$ cat src/rtl/a429_rx_pkg.sv
package a429_rx_pkg;
  localparam int WORD_W  = 32;
  localparam int LABEL_W = 8;
  localparam int B9_POS  = 8;
  localparam int B10_POS = 9;

  typedef struct packed {
    logic lbl_filt_en;
    logic bits_chk_en;
    logic req_b9;
    logic req_b10;
  } filt_cfg_t;

  function automatic logic [LABEL_W-1:0] label_of(input logic [WORD_W-1:0] w);
    return w[LABEL_W-1:0];
  endfunction
endpackage

$ cat src/rtl/a429_label_table.sv
module a429_label_table #(
  parameter int AW = 8,
  localparam int N = 1 << AW
) (
  input  logic          clk,
  input  logic          rst_n,
  input  logic          wr_en,
  input  logic [AW-1:0] wr_addr,
  input  logic          wr_val,
  input  logic [AW-1:0] rd_addr,
  output logic          rd_hit
);
  logic [N-1:0] en_q;

  always_ff @(posedge clk) begin
    if (!rst_n) en_q <= '0;
    else if (wr_en) en_q[wr_addr] <= wr_val;
  end

  assign rd_hit = en_q[rd_addr];

  assert_tbl_write_R2: assert property (@(posedge clk) disable iff (!rst_n)
    wr_en |=> (en_q[$past(wr_addr)] == $past(wr_val)));
endmodule

$ cat src/rtl/a429_word_filter.sv
module a429_word_filter
  import a429_rx_pkg::*;
(
  input  logic              in_valid,
  input  logic [WORD_W-1:0] in_word,
  input  filt_cfg_t         cfg,
  input  logic              lbl_hit,
  output logic              keep
);
  logic bits_ok, lbl_ok;

  always_comb begin
    bits_ok = (in_word[B9_POS] == cfg.req_b9) && (in_word[B10_POS] == cfg.req_b10);
    lbl_ok  = lbl_hit;
    keep    = in_valid
              && (!cfg.lbl_filt_en || lbl_ok)
              && (!cfg.bits_chk_en || bits_ok);
  end
endmodule

$ cat src/rtl/a429_ovw_fifo.sv
module a429_ovw_fifo #(
  parameter int DW    = 32,
  parameter int DEPTH = 32,
  localparam int PW = (DEPTH > 1) ? $clog2(DEPTH) : 1,
  localparam int CW = $clog2(DEPTH + 1)
) (
  input  logic          clk,
  input  logic          rst_n,
  input  logic          push,
  input  logic [DW-1:0] din,
  input  logic          pop_req,
  output logic [DW-1:0] dout,
  output logic          empty,
  output logic          full
);
  logic [DW-1:0] mem [DEPTH];
  logic [PW-1:0] wr_ptr, rd_ptr, last_ptr;
  logic [CW-1:0] count;
  logic do_pop, do_push, ovw;

  function automatic logic [PW-1:0] nxt(input logic [PW-1:0] p);
    return (p == PW'(DEPTH - 1)) ? '0 : p + 1'b1;
  endfunction

  always_comb begin
    empty    = (count == '0);
    full     = (count == CW'(DEPTH));
    do_pop   = pop_req && !empty;
    ovw      = push && full && !do_pop;
    do_push  = push && !ovw;
    last_ptr = (wr_ptr == '0) ? PW'(DEPTH - 1) : wr_ptr - 1'b1;
    dout     = empty ? '0 : mem[rd_ptr];
  end

  always_ff @(posedge clk) begin
    if (do_push) mem[wr_ptr] <= din;
    else if (ovw) mem[last_ptr] <= din;
  end

  always_ff @(posedge clk) begin
    if (!rst_n) begin
      wr_ptr <= '0;
      rd_ptr <= '0;
      count  <= '0;
    end else begin
      if (do_push) wr_ptr <= nxt(wr_ptr);
      if (do_pop)  rd_ptr <= nxt(rd_ptr);
      case ({do_push, do_pop})
        2'b10:   count <= count + 1'b1;
        2'b01:   count <= count - 1'b1;
        default: count <= count;
      endcase
    end
  end

  assert_no_overflow_R6: assert property (@(posedge clk) disable iff (!rst_n)
    count <= CW'(DEPTH));
  assert_full_overwrite_R7: assert property (@(posedge clk) disable iff (!rst_n)
    (full && push && !pop_req) |=> (full && $stable(rd_ptr) && $stable(wr_ptr)));
  assert_empty_read_R8: assert property (@(posedge clk) disable iff (!rst_n)
    (empty && !push) |=> (empty && $stable(rd_ptr) && $stable(wr_ptr)));
  assert_empty_zero_R8: assert property (@(posedge clk) disable iff (!rst_n)
    empty |-> (dout == '0));
  assert_full_exchange_R10: assert property (@(posedge clk) disable iff (!rst_n)
    (full && push && pop_req) |=> full);
endmodule

$ cat src/rtl/a429_rx_label_fifo.sv
module a429_rx_label_fifo
  import a429_rx_pkg::*;
#(
  parameter int DEPTH = 32
) (
  input  logic        clk,
  input  logic        rst_n,
  input  logic        in_valid,
  input  logic [31:0] in_word,
  output logic        out_valid,
  input  logic        out_ready,
  output logic [31:0] out_data,
  input  logic        lbl_wr_en,
  input  logic [7:0]  lbl_wr_addr,
  input  logic        lbl_wr_val,
  input  logic        lbl_filt_en,
  input  logic        bits_chk_en,
  input  logic        req_b9,
  input  logic        req_b10,
  input  logic        flag_mode,
  output logic        fifo_empty,
  output logic        fifo_full,
  output logic        rx_flag
);
  filt_cfg_t cfg;
  logic      lbl_hit, keep;

  assign cfg = '{lbl_filt_en: lbl_filt_en, bits_chk_en: bits_chk_en,
                 req_b9: req_b9, req_b10: req_b10};

  a429_label_table #(.AW(LABEL_W)) u_tbl (
    .clk(clk), .rst_n(rst_n),
    .wr_en(lbl_wr_en), .wr_addr(lbl_wr_addr), .wr_val(lbl_wr_val),
    .rd_addr(label_of(in_word)), .rd_hit(lbl_hit)
  );

  a429_word_filter u_filt (
    .in_valid(in_valid), .in_word(in_word), .cfg(cfg),
    .lbl_hit(lbl_hit), .keep(keep)
  );

  a429_ovw_fifo #(.DW(WORD_W), .DEPTH(DEPTH)) u_fifo (
    .clk(clk), .rst_n(rst_n),
    .push(keep), .din(in_word),
    .pop_req(out_ready), .dout(out_data),
    .empty(fifo_empty), .full(fifo_full)
  );

  assign out_valid = !fifo_empty;
  assign rx_flag   = flag_mode ? fifo_full : !fifo_empty;

  assert_filter_gate_R2: assert property (@(posedge clk) disable iff (!rst_n)
    (in_valid && lbl_filt_en && !lbl_hit && fifo_empty && !out_ready) |=> fifo_empty);
  assert_flag_nonempty_R9: assert property (@(posedge clk) disable iff (!rst_n)
    (rx_flag && !flag_mode) |-> out_valid);
  assert_reset_empty_R1: assert property (@(posedge clk)
    !rst_n |=> (fifo_empty && !fifo_full));
endmodule

$ cat config.mk
export PLATFORM = sky130hd
export DESIGN_NAME = a429_rx_label_fifo
export DESIGN_NICKNAME = d
export VERILOG_FILES = /design/src/rtl/a429_rx_pkg.sv /design/src/rtl/a429_label_table.sv /design/src/rtl/a429_word_filter.sv /design/src/rtl/a429_ovw_fifo.sv /design/src/rtl/a429_rx_label_fifo.sv
export SDC_FILE = /design/constraint.sdc
export NUM_CORES = 2
export LEC_CHECK = 0
export CELL_PAD_IN_SITES_DETAIL_PLACEMENT = 1
export CELL_PAD_IN_SITES_GLOBAL_PLACEMENT = 2
export CORE_MARGIN = 2
export CORE_UTILIZATION = 31
export CTS_CLUSTER_DIAMETER = 50
export DETAILED_ROUTE_END_ITERATION = 7
export GPL_ROUTABILITY_DRIVEN = 0
export PLACE_DENSITY_LB_ADDON = 0.1
export SYNTH_ARGS = -nofsm -noshare
export SYNTH_HDL_FRONTEND = slang
export SYNTH_SLANG_ARGS = --single-unit
$ cat constraint.sdc
create_clock -name clk -period 12.5 [get_ports clk]
set_clock_uncertainty 0.15 [all_clocks]
set_input_delay 2.5 -clock clk [delete_from_list [all_inputs] [get_ports clk]]
set_output_delay 2.5 -clock clk [all_outputs]
set_load 0.01 [all_outputs]
==> results.py <==
metrics = {
    "power": {
        "p_leak_nw": 18.53,
        "p_sw_mw": 3.140,
        "p_int_mw": 8.558,
        "p_sw_share_pct": 26.84,
        "powerDensity_mw_per_mm2": 188.5,
        "comb_power_share_pct": 18.3,
        "power_frac_clock_pct": 41.0,
        "vdd_drop_max_uv": 157.4,
        "seq_power_share_pct": 40.7,
    },
    "drt": {
        "post_drt_wl_per_cell_um": 28.84,
        "drc_errors": 0,
        "num_vias": 29910,
        "drtIter0Drc": 1963,
        "dr.pass1.iters": 5,
        "wl_um": 163100,
        "postRouteAntennaNets": 0,
        "vias_per_cell": 5.289,
    },
    "setup_path": {
        "cp_num_cells": 7,
        "critPathBufInv": 3,
        "critical_path.max_stage_delay_ns": 0.74,
        "start_kind": "register",
        "crit_chain": "buf_4, buf_4, mux4_2, mux4_2, mux2i_1, nor2_1, clkdlybuf4s50_1",
        "end_kind": "output port",
        "cpLargestDelayFamily": "buffers and inverters",
        "crit_type": "reg2out",
        "timing.rr.start": "u_tbl.en_q[34]",
        "r2r_end": "u_fifo.mem[17][19]",
        "r2r_setup_slack_ns": 7.70,
        "endpoint": "out_data[27]",
        "required_ns": 9.85,
        "r2r.worst_path.cells": 9,
        "crit_slowest_cell": "dfxtp_4",
        "cp_max_fo": 37,
        "cp.arrival_ns": 5.11,
    },
    "grt": {
        "antenna_found_initial": 2,
        "grt_pass1_vias": 32610,
        "use_met1_pct": 23.56,
        "busiest_layer": "met2",
        "grt_max_degree": 113,
        "use_met3_pct": 2.671,
        "grt_use_total_pct": 18.87,
        "grt.met2_usage_pct": 34.26,
        "grt_pass1_wl_um": 237300,
        "overflow": 0,
    },
    "layout": {
        "fill_cells": 16730,
        "layout_commonest_cell": "edfxtp_1",
        "syn2layout_area_growth_pct": 17.82,
        "final_nets": 3357,
        "final_cell_mix": "1024 x edfxtp_1, 381 x mux4_2, 274 x nand3_1",
        "drive_above_1_share_pct": 24.07,
        "stdcell_area_mm2": 0.06207,
    },
    "floorplan": {
        "initial_core_util_pct": 31.15,
        "core_area_mm2": 0.1691,
        "die_y_um": 416.2,
        "rows": 151,
        "die_w_um": 416.2,
        "dieArea_mm2": 0.1733,
        "io_pins": 87,
    },
    "timing": {
        "drv_slew": 0,
        "rsz0062_at_grt": "no",
        "finalCritPeriodShare_pct": 62.11,
        "tightest_slew_ns": 1.427,
        "hold_viol_final": 0,
        "min_period_ns": 7.764,
        "tns_ns": 0,
        "clock.fmax_mhz": 128.8,
        "relSlewSlack_pct": 4.336,
        "finalSetupViolations": 0,
    },
    "synth": {
        "async_flop_share_pct": 0,
        "ys.flop_type": "edfxtp_1",
        "synthCells": 3194,
        "synth_edf_count": 1024,
        "syn_area_mm2": 0.05268,
        "syn_area_per_cell_um2": 16.49,
        "synth_cell_type_count": 65,
        "syn-num-nets": 3255,
        "synth.ff_latch_count": 1301,
        "yosysSeqAreaShare_pct": 68.90,
        "yosysWarningCount": 0,
    },
    "clock_tree": {
        "cts_tree": "built",
        "root_buffer": "clkbuf_16",
        "clk_latency_ns": 0.79,
        "clock_path_buffers": 3,
        "numCtsBuffers": 167,
        "postCtsHoldBufs": 0,
        "clk_pin_slew_ns": 0.05,
        "clock-sinks": 1301,
        "post-cts-setup-buffers": 0,
        "h-tree-depth": 4,
        "cts_resized": 0,
    },
    "placed_design": {
        "port_buffers": 86,
        "placed_cell_area_mm2": 0.05647,
        "post-dp-hpwl_um": 93670,
    },
    "worst_hold_path": {
        "min-delay-path-class": "reg2reg",
    },
    "status": {
        "status": "completed",
    },
    "run": {
        "max-cap-violations": 0,
    },
}
[cell type report]
class | count | area (um^2) | share of cell area [%]
Timing Repair Buffer | 192 | 1662 | 2.677
Tap cell | 2218 | 2775 | 4.471
Sequential cell | 1301 | 36310 | 58.50
Antenna cell | 1 | 2.502 | 0.004032
Clock buffer | 205 | 4413 | 7.110
Inverter | 16 | 67.56 | 0.1089
Multi-Input combinational cell | 1618 | 15660 | 25.23
Clock inverter | 104 | 1175 | 1.893
[state kept, by name, summed over array words and instances (netlist names), named ones only]
| register | cells |
|---|---|
| u_fifo.wr_ptr | 5 |
| u_fifo.mem | 1024 |
| u_tbl.en_q | 256 |
| u_fifo.count | 6 |
| u_fifo.rd_ptr | 5 |
[power groups by stage]
| stage | Clock [mW] | Sequential (mW) | Combinational (mW) |
|---|---|---|---|
| 6_report | 4.80 | 4.76 | 2.14 |
| 3_5_place_dp | 0 | 4.86 | 2.23 |
| 2_1_floorplan | 0 | 4.81 | 1.36 |
| 4_1_cts | 4.93 | 4.77 | 2.24 |
| 3_3_place_gp | 0 | 4.85 | 2.22 |
| 5_1_grt | 5.08 | 4.77 | 2.31 |
[per-stage QoR]
step / setup WS (ns) / cells / power [mW] / utilization [%] / hold WS (ns)
6_report: 4.736 / 5655 / 11.70 / 36.71 / 0.3062
5_1_grt: 4.302 / 5654 / 12.17 / 36.71 / 0.3283
4_1_cts: 4.439 / 5653 / 11.93 / 36.70 / 0.3065
3_5_place_dp: 4.281 / 5344 / 7.088 / 33.40 / 0.2998
3_3_place_gp: 4.421 / 5344 / 7.077 / 33.40 / 0.2949
2_1_floorplan: 3.562 / 3194 / 6.170 / - / 0.2831
[Yosys cell counts, types with 7 or more instances]
library cell	n	area, um^2
ha_1	9	112.6
mux2i_1	61	610.6
nor3_1	18	90.09
buf_1	27	101.4
dfxtp_1	277	5545
mux4_2	381	8581
nand2b_1	16	100.1
nor2_1	79	296.5
or2_2	8	50.05
nand2_1	127	476.7
and2_0	12	75.07
a21oi_1	284	1421
inv_1	13	48.80
and2_1	7	43.79
nor2b_1	9	56.30
edfxtp_1	1024	30750
mux2_2	8	90.09
a22oi_1	7	52.55
buf_2	7	35.03
a211oi_1	9	67.56
nand3_1	274	1371
o21ai_0	230	1151
clkbuf_1	218	818.3
nand4_1	9	56.30
[worst min-delay path, stage by stage, from the launching register on]
cell and delay, ns:
dfxtp_1 0.30, nand2_1 0.05, a21oi_1 0.05
[worst min-delay path by stage]
| stage | depth (start not counted) | slack (ns) | end | startpoint |
|---|---|---|---|---|
| 2_1_floorplan | 2 | 0.28 | u_tbl.en_q[36] | u_tbl.en_q[36] |
| 3_3_place_gp | 2 | 0.29 | u_tbl.en_q[62] | u_tbl.en_q[62] |
| 3_5_place_dp | 2 | 0.30 | u_tbl.en_q[43] | u_tbl.en_q[43] |
| 4_1_cts | 2 | 0.31 | u_tbl.en_q[43] | u_tbl.en_q[43] |
| 5_1_grt | 2 | 0.33 | u_tbl.en_q[54] | u_tbl.en_q[54] |
| 6_report | 2 | 0.31 | u_tbl.en_q[43] | u_tbl.en_q[43] |
[routing by layer]
| layer | vias up | share of wire, % | wire length, um |
|---|---|---|---|
| li1 | 12990 | - | - |
| met1 | 16130 | 42 | 67970 |
| met2 | 586 | 53 | 86850 |
| met3 | 209 | 3.1 | 5093 |
| met4 | 0 | 1.9 | 3153 |
| met5 | - | 0 | 0 |
[cells by family after synthesis]
kind of cell,after synthesis,share of synthesized area [%]
AOI/OAI and AO/OA,573,5.833
xor gates and xnor gates,5,0.08314
adders and majority gates,10,0.2518
buffers and inverters,275,2.040
DFF,1301,68.90
muxes,450,17.62
and+or+nand+nor,580,5.277
Note: power is estimated with default switching activity, not from simulation.
